File: src/rtl/ctlreg_pkg.sv
package ctlreg_pkg;
  localparam int ADDR_W = 5;
  localparam int NUM_Q  = 8;

  typedef enum logic [2:0] {
    SEL_SOFT = 3'd0, SEL_SSET = 3'd1, SEL_SCLR = 3'd2, SEL_PIL = 3'd3,
    SEL_PST  = 3'd4, SEL_TBA  = 3'd5, SEL_VER  = 3'd6, SEL_HST = 3'd7
  } base_sel_e;

  typedef struct packed {
    logic             wrSoft;
    logic             wrSet;
    logic             wrClr;
    logic             wrPil;
    logic             wrPst;
    logic             wrTba;
    logic             wrHst;
    logic [NUM_Q-1:0] wrQ;
    logic [3:0]       rdSel;
    logic             rdNone;
  } strobe_t;
endpackage

File: src/rtl/ctlreg_ctrl.sv
module ctlreg_ctrl
  import ctlreg_pkg::*;
(
  input  logic              accEn,
  input  logic              wrEn,
  input  logic [ADDR_W-1:0] addr,
  output strobe_t           stb,
  output logic              err
);
  logic mapped;
  logic isWr;

  assign mapped = !addr[ADDR_W-1];
  assign isWr   = accEn && wrEn && mapped;

  always_comb begin
    stb        = '0;
    stb.rdSel  = addr[3:0];
    stb.rdNone = !mapped;
    if (isWr && !addr[3]) begin
      case (base_sel_e'(addr[2:0]))
        SEL_SOFT: stb.wrSoft = 1'b1;
        SEL_SSET: stb.wrSet  = 1'b1;
        SEL_SCLR: stb.wrClr  = 1'b1;
        SEL_PIL:  stb.wrPil  = 1'b1;
        SEL_PST:  stb.wrPst  = 1'b1;
        SEL_TBA:  stb.wrTba  = 1'b1;
        SEL_HST:  stb.wrHst  = 1'b1;
        default:  ;
      endcase
    end
    for (int i = 0; i < NUM_Q; i++) begin
      stb.wrQ[i] = isWr && addr[3] && (addr[2:0] == 3'(i));
    end
  end

  assign err = accEn && (!mapped ||
               (wrEn && !addr[3] && base_sel_e'(addr[2:0]) == SEL_VER));
endmodule

File: src/rtl/ctlreg_dpath.sv
module ctlreg_dpath
  import ctlreg_pkg::*;
#(
  parameter int DATA_W  = 64,
  parameter int SOFT_W  = 17,
  parameter int PIL_W   = 4,
  parameter int IE_BIT  = 1,
  parameter int ID_BIT  = 11,
  parameter int TBA_LOW = 15,
  parameter int WINDOWS = 8,
  parameter int MAX_TL  = 6,
  parameter int MAX_GL  = 3
) (
  input  logic              clk,
  input  logic              rst,
  input  strobe_t           stb,
  input  logic [DATA_W-1:0] wrData,
  output logic [DATA_W-1:0] rdData,
  output logic              recheck
);
  localparam logic [DATA_W-1:0] VER_WORD =
      DATA_W'(WINDOWS & 8'hFF) | (DATA_W'(MAX_TL & 8'hFF) << 8) |
      (DATA_W'(MAX_GL & 8'hFF) << 16);
  localparam logic [DATA_W-1:0] ID_MASK = DATA_W'(1) << ID_BIT;
  localparam int TBA_HI = DATA_W - TBA_LOW;

  logic [SOFT_W-1:0] softQ, softNext;
  logic [PIL_W-1:0]  pilQ;
  logic [DATA_W-1:0] pstQ, hstQ;
  logic [TBA_HI-1:0] tbaQ;
  logic [DATA_W-1:0] qReg [NUM_Q];
  logic              softChg, pilLower, ieRise, qWr, recheckQ;

  always_comb begin
    softNext = softQ;
    if (stb.wrSoft)     softNext = wrData[SOFT_W-1:0];
    else if (stb.wrSet) softNext = softQ | wrData[SOFT_W-1:0];
    else if (stb.wrClr) softNext = softQ & ~wrData[SOFT_W-1:0];
  end

  assign softChg  = softNext != softQ;
  assign pilLower = stb.wrPil && (wrData[PIL_W-1:0] < pilQ);
  assign ieRise   = stb.wrPst && wrData[IE_BIT] && !pstQ[IE_BIT];
  assign qWr      = |stb.wrQ;

  always_ff @(posedge clk) begin
    if (rst) begin
      softQ    <= '0;
      pilQ     <= '0;
      pstQ     <= '0;
      tbaQ     <= '0;
      hstQ     <= '0;
      recheckQ <= 1'b0;
    end else begin
      softQ    <= softNext;
      recheckQ <= softChg || pilLower || ieRise || qWr;
      if (stb.wrPil) pilQ <= wrData[PIL_W-1:0];
      if (stb.wrPst) pstQ <= wrData;
      if (stb.wrTba) tbaQ <= wrData[DATA_W-1:TBA_LOW];
      if (stb.wrHst) hstQ <= wrData | ID_MASK;
    end
  end

  for (genvar g = 0; g < NUM_Q; g++) begin : g_queue
    always_ff @(posedge clk) begin
      if (rst)             qReg[g] <= '0;
      else if (stb.wrQ[g]) qReg[g] <= wrData;
    end
  end

  always_comb begin
    rdData = '0;
    if (!stb.rdNone) begin
      if (stb.rdSel[3]) begin
        rdData = qReg[stb.rdSel[2:0]];
      end else begin
        case (base_sel_e'(stb.rdSel[2:0]))
          SEL_SOFT, SEL_SSET, SEL_SCLR: rdData = DATA_W'(softQ);
          SEL_PIL: rdData = DATA_W'(pilQ);
          SEL_PST: rdData = pstQ;
          SEL_TBA: rdData = {tbaQ, {TBA_LOW{1'b0}}};
          SEL_VER: rdData = VER_WORD;
          SEL_HST: rdData = hstQ;
          default: rdData = '0;
        endcase
      end
    end
  end

  assign recheck = recheckQ;
endmodule

File: src/rtl/ctlreg_file.sv
module ctlreg_file
  import ctlreg_pkg::*;
#(
  parameter int DATA_W  = 64,
  parameter int SOFT_W  = 17,
  parameter int PIL_W   = 4,
  parameter int IE_BIT  = 1,
  parameter int ID_BIT  = 11,
  parameter int WINDOWS = 8,
  parameter int MAX_TL  = 6,
  parameter int MAX_GL  = 3
) (
  input  logic              clk,
  input  logic              rst,
  input  logic              accEn,
  input  logic              wrEn,
  input  logic [ADDR_W-1:0] addr,
  input  logic [DATA_W-1:0] wrData,
  output logic [DATA_W-1:0] rdData,
  output logic              err,
  output logic              recheck
);
  strobe_t stb;

  ctlreg_ctrl u_ctrl (
    .accEn(accEn), .wrEn(wrEn), .addr(addr), .stb(stb), .err(err)
  );

  ctlreg_dpath #(
    .DATA_W(DATA_W), .SOFT_W(SOFT_W), .PIL_W(PIL_W), .IE_BIT(IE_BIT),
    .ID_BIT(ID_BIT), .TBA_LOW(15), .WINDOWS(WINDOWS), .MAX_TL(MAX_TL),
    .MAX_GL(MAX_GL)
  ) u_dpath (
    .clk(clk), .rst(rst), .stb(stb), .wrData(wrData),
    .rdData(rdData), .recheck(recheck)
  );
endmodule

File: config.mk
export PLATFORM = sky130hd
export DESIGN_NAME = ctlreg_file
export DESIGN_NICKNAME = d
export VERILOG_FILES = /design/src/rtl/ctlreg_pkg.sv /design/src/rtl/ctlreg_ctrl.sv /design/src/rtl/ctlreg_dpath.sv /design/src/rtl/ctlreg_file.sv
export SDC_FILE = /design/constraint.sdc
export NUM_CORES = 1
export LEC_CHECK = 0
export BUFFER_PORTS_ARGS = -buffer_cell sky130_fd_sc_hd__buf_2
export CAP_MARGIN = 40
export CORE_UTILIZATION = 50
export DETAILED_ROUTE_END_ITERATION = 16
export PLACE_DENSITY = 0.7
export SLEW_MARGIN = 20
export SYNTH_ARGS = -nofsm -noshare
export SYNTH_HDL_FRONTEND = slang
export SYNTH_HIERARCHICAL = 1
export SYNTH_SLANG_ARGS = --single-unit
File: constraint.sdc
create_clock -name clk -period 2.51 [get_ports clk]
set_clock_uncertainty 0.15 [all_clocks]
set_input_delay 0.3765 -clock clk [delete_from_list [all_inputs] [get_ports clk]]
set_output_delay 0.3765 -clock clk [all_outputs]
set_load 0.02 [all_outputs]
* After elaboration in Yosys (flattened, before gate mapping)
Memory sizes are Yosys's and may differ from the RTL's.
Index checks and enable logic that the tools add are counted.
** Storage, ports and cells
- Output and inout bits :: 66
- Input bits :: 73
- Logic and storage cells :: 103
- Memory bits (writable) :: 512
- Bits in registers :: 199
- Memories :: 1
** Memories
- u_dpath.qReg :: depth 8, width 64, rd ports 1, clocked after memory_dff 0, write ports 8, line ctlreg_dpath.sv:31 : logic [DATA_W-1:0] qReg [NUM_Q];
** Operators by class
- Eq/ne operators :: 8
- Bitwise logic cells :: 11
- Multiplexer cells :: 48
- Reduce and logical (&&, ||, !) cells :: 28
- Order comparisons :: 1
** Operator list (number)
- two-way mux 64 bit :: 10
- case mux 64 bit (6 select lines) :: 1
- two-way mux 17 bit :: 3
- two-way mux 1 bit :: 33
- logical AND 1 bit :: 18
- bitwise AND 17 bit :: 1
- != test 17 bit :: 1
- NOT 17 bit :: 1
- bitwise OR 17 bit :: 1
- equality test 3 bit (second input constant) :: 4
- bitwise OR 1 bit :: 8
- OR reduction 8 bit :: 1
- two-way mux 7 bit :: 1
- equality test 3 x 2 -> 1 bit (second input constant) :: 2
- logical OR 1 bit :: 4
- less-than comparator 4 bit :: 1
- equality test 3 x 1 -> 1 bit (second input constant) :: 1
- zero test 1 bit :: 3
- zero test 3 bit :: 1
- OR reduction 3 bit :: 1

* Longest topological paths before layout
- Depth in word-level cells :: 11
- Mapped depth :: 9

* Cells and area by module
The synthesis kept the hierarchy.
** By module, submodules not included
- ctlreg_dpath :: cells each 2535, area an instance 32720.1 sq um, seq. area each 19358.6 sq um, times used 1
- ctlreg_ctrl :: cells each 35, area an instance 239.0 sq um, seq. area each 0.0 sq um, times used 1

* Least setup slack after synthesis
Ideal clock, no wire load.
- Path type :: input to register
- From :: input port addr[4]
- To :: register u_dpath.recheckQ, in the netlist u_dpath/recheck
- Required time :: 2.219 ns
- Setup slack :: -0.114 ns
- Cell stages on the path :: 9
- Arrival time :: 2.333 ns
- Path buffers :: 2
- Path through :: nand4bb_1 buf_2 nor4_1 nor3b_1 buf_6 mux2_2 a222oi_1 o2111a_1 a41oi_1
** RTL lines
- from (decl) :: line ctlreg_file.sv:17 : input logic [ADDR_W-1:0] addr,
- to (signal assigned) :: line ctlreg_dpath.sv:56 : recheckQ <= softChg || pilLower || ieRise || qWr;
- to (decl) :: line ctlreg_dpath.sv:32 : logic softChg, pilLower, ieRise, qWr, recheckQ;

* Worst setup path in the final report
- From :: memory u_dpath.qReg[7][36]
- To :: output port rdData[36]
** On the way
- Word-level cells in the longest chain between the ends :: 3
** RTL lines
- from (decl) :: line ctlreg_dpath.sv:31
- memory read (8 x 64 bit)
- two-way mux 64 bit :: line ctlreg_dpath.sv:74 : if (stb.rdSel[3]) begin
- two-way mux 64 bit :: line ctlreg_dpath.sv:73 : if (!stb.rdNone) begin
- to (decl) :: line ctlreg_file.sv:19 : output logic [DATA_W-1:0] rdData,
Every way passes these cells.

==> impl_metrics.env <==
export IMPL_cp_data_required_time_ps=1980
export IMPL_tns_ps=-2680
export IMPL_ys_warn_count=6
export IMPL_clkLatencyLatePin_ps=630
export IMPL_synth_edf_count=512
export IMPL_p_per_area_nw_per_um2=672
export IMPL_cts_tree="done"
export IMPL_synth_main_ff_cell="edfxtp_1"
export IMPL_power_mw=26.8
export IMPL_utilization_pct=61.4
export IMPL_critical_path_startpoint_type="flop"
export IMPL_ys_async_sr_fraction_pct=0
export IMPL_gp_congestion=0.832
export IMPL_rr_startpoint="u_dpath/pilQ[3]"
export IMPL_antenna_found_initial=1
export IMPL_stdcell_area_sq_um=39800
export IMPL_initial_utilization_pct=50.9
export IMPL_hold_path_end="u_dpath/pstQ[44]"
export IMPL_ctsRootBufferMaster="clkbuf_16"
export IMPL_grt_max_degree=70
export IMPL_critical_path_class="reg -> out"
export IMPL_r2r_end="u_dpath/recheck"
export IMPL_violations="setup timing"
export IMPL_place_hpwl_um=53600
export IMPL_wire_per_inst_um=23.6
export IMPL_fillers=4824
export IMPL_drc=0
export IMPL_crit_family="multiplexers"
export IMPL_stdcell_count=3699
export IMPL_firstDrtPassIters=5
export IMPL_status="finished, violations left"
export IMPL_numCtsBuffers=76
export IMPL_max_freq_mhz=379
export IMPL_ys_types=57
export IMPL_gr_usage_all_layers_pct=26.2
export IMPL_hold_depth=3
export IMPL_ys_ff_latch=711
export IMPL_leakage_nw=14.2
export IMPL_slew_viol_final=0
export IMPL_dpl_worst_slack_ps=-451
export IMPL_grt_pass1_vias=22660
export IMPL_timing_final_crit_share_pct=105
export IMPL_slowest_stage="mux4_2"
export IMPL_hp_start="wrData[44]"
export IMPL_setup_worst_path_end_class="output port"
export IMPL_std_cell_rows=93
export IMPL_die_area_sq_um=66900
export IMPL_wirelength_um=87200
export IMPL_relSlewSlack_pct=53.1
export IMPL_ioPinCount=139
export IMPL_ant_nets=0
export IMPL_grt_setup_unrepaired="true"
export IMPL_worstPathBufferInverterCount=1
export IMPL_placed_area_sq_um=36400
export IMPL_grt_pass1_wl_um=133000
export IMPL_layout_nets=2859
export IMPL_syn_area_per_cell_sq_um=12.8
export IMPL_dr_total_vias=21766
export IMPL_hold_class="in -> reg"
export IMPL_grt_overflow_total=0
export IMPL_layout_setup_ws_ps=-127
export IMPL_htree_num_levels=3
export IMPL_setup_viol_count_final=55
export IMPL_syn_cell_area_sq_um=33000
export IMPL_arrival_ps=2110
export IMPL_cpPeakStageDelay_ps=500
export IMPL_dp_cells=3526
export IMPL_synth_fp_nets=2646
export IMPL_ir_drop_v=0.000471
export IMPL_coreArea_sq_um=64800
export IMPL_cts_sinks=711
export IMPL_critPathMaxFanout=1
export IMPL_drive_gt1_share_pct=27.6
export IMPL_maxCapViolations=0
export IMPL_clockBufferDepth=3
export IMPL_syn_inst=2570
export IMPL_hold_viol_final=0
export IMPL_worst_pin_slew_ps=703
export IMPL_area_growth_pct=20.7
export IMPL_rr_worst_depth=6
export IMPL_fp_dieH_um=259
export IMPL_ys_seq_area_share_pct=58.7
export IMPL_vias_per_cell=5.88
export IMPL_cp_cell_sequence="mux4_2 -> nand2_2 -> o21ai_0 -> a22oi_1 -> nor2_2 -> buf_6"
export IMPL_port_buffers=138
export IMPL_reg2reg_slack_ps=580
export IMPL_clk_pin_slew_worst_paths_ps=60
export IMPL_drt_initial_drc_count=2029
export IMPL_die_x_um=259
export IMPL_fin_crit_ps=2640
export IMPL_finalHoldWorstSlack_ps=22.7
[placed cells by master (no fill, tap or decap), types with 19 or more instances in the layout]
cell type,n
a22oi_2,24
a21oi_1,19
dfxtp_1,194
clkbuf_1,21
mux2i_1,201
o21ai_2,21
inv_1,20
dlygate4sd3_1,39
nor2_1,258
nand2_2,25
and2_1,512
buf_12,68
nand2_1,37
a22oi_1,91
buf_2,91
buf_4,189
mux2_2,57
mux4_2,128
edfxtp_1,512
clkbuf_16,79
o21ai_0,26
[cells in the mapped netlist, drive strengths merged (9+ instances only)]
master | n | area share (%)
a211oi | 20 | 0.46
a21oi | 19 | 0.29
a22oi | 115 | 2.6
and2 | 513 | 9.7
buf | 91 | 1.5
clkbuf | 180 | 2.1
dfxtp | 199 | 12
edfxtp | 512 | 47
inv | 20 | 0.23
mux2 | 57 | 1.9
mux2i | 211 | 6.4
mux4 | 128 | 8.7
nand2 | 62 | 0.71
nand2b | 10 | 0.19
nor2 | 265 | 3.0
nor2b | 21 | 0.40
o21ai | 68 | 1.0
or2 | 9 | 0.17
[registers in the layout, indices dropped and copies added (netlist names)]
name             count
u_dpath/pilQ         4
u_dpath/hstQ        64
u_dpath/softQ       17
u_dpath/qReg       512
u_dpath/pstQ        64
u_dpath/recheck      1
u_dpath/tbaQ        49
[how the worst max path moves through the flow]
stage / from / end / slack (ps) / cells after the start
2_1_floorplan: addr[0] / rdData[1] / 40 / 9
3_3_place_gp: addr[4] / u_dpath/recheck / -480 / 11
3_5_place_dp: addr[4] / u_dpath/recheck / -450 / 11
4_1_cts: u_dpath/qReg[7][44] / rdData[44] / -140 / 6
5_1_grt: u_dpath/qReg[5][51] / rdData[51] / -170 / 6
6_report: u_dpath/qReg[7][36] / rdData[36] / -130 / 6
[worst register-to-register path, cell delays in order (launching register included)]
cell	delay, ps
dfxtp_1	370
inv_1	60
ha_1	260
o21ai_0	70
o211a_1	240
a2111oi_0	450
a41oi_1	180
[per-layer routing]
| metal | vias to the layer above | GRT usage (%) | share of wire, % |
|---|---|---|---|
| li1 | 9666 | - | - |
| met1 | 11023 | 33.8 | 40 |
| met2 | 911 | 45.7 | 51 |
| met3 | 166 | 3.50 | 6.8 |
| met4 | 0 | 8.12 | 2.7 |
| met5 | - | 0 | 0 |
[area by class of cell]
cell class / instances / area, sq um / share of cell area [%]
clock buffer: 107 / 2150 / 5.41
tap: 855 / 1070 / 2.69
inverter: 20 / 75.1 / 0.189
multi-input combinational: 1568 / 12900 / 32.4
sequential: 711 / 19400 / 48.7
antenna: 1 / 2.50 / 0.00629
timing repair buffer: 406 / 3900 / 9.79
clock inverter: 31 / 335 / 0.843
[power by group]
part           internal (mW)  total, mW  leakage (nW)  switching [mW]
Combinational           1.02       2.35          6.53            1.33
Sequential              13.0       13.1          6.48           0.132
Clock                   6.70       11.3          1.21            4.56
Total                   20.7       26.8          14.2            6.02
[repair_timing]
| item | in CTS | in global routing |
|---|---|---|
| setup buffers | 0 | 8 |
| hold buffers | 39 | 0 |
| pin swaps | 50 | 61 |
| hold endpoints to repair | 91 | 0 |
| gates resized for setup | 121 | 78 |
| setup endpoints to repair | 63 | 64 |
[kinds of logic after synthesis]
kind of cell | count (synthesis) | synth area share, %
compound gates | 258 | 5.29
fa+ha+maj | 3 | 0.114
buf+inv | 291 | 3.77
flops | 711 | 58.7
mux | 396 | 17.1
simple gates | 911 | 15.0
Power figures use the tool's default switching activity.
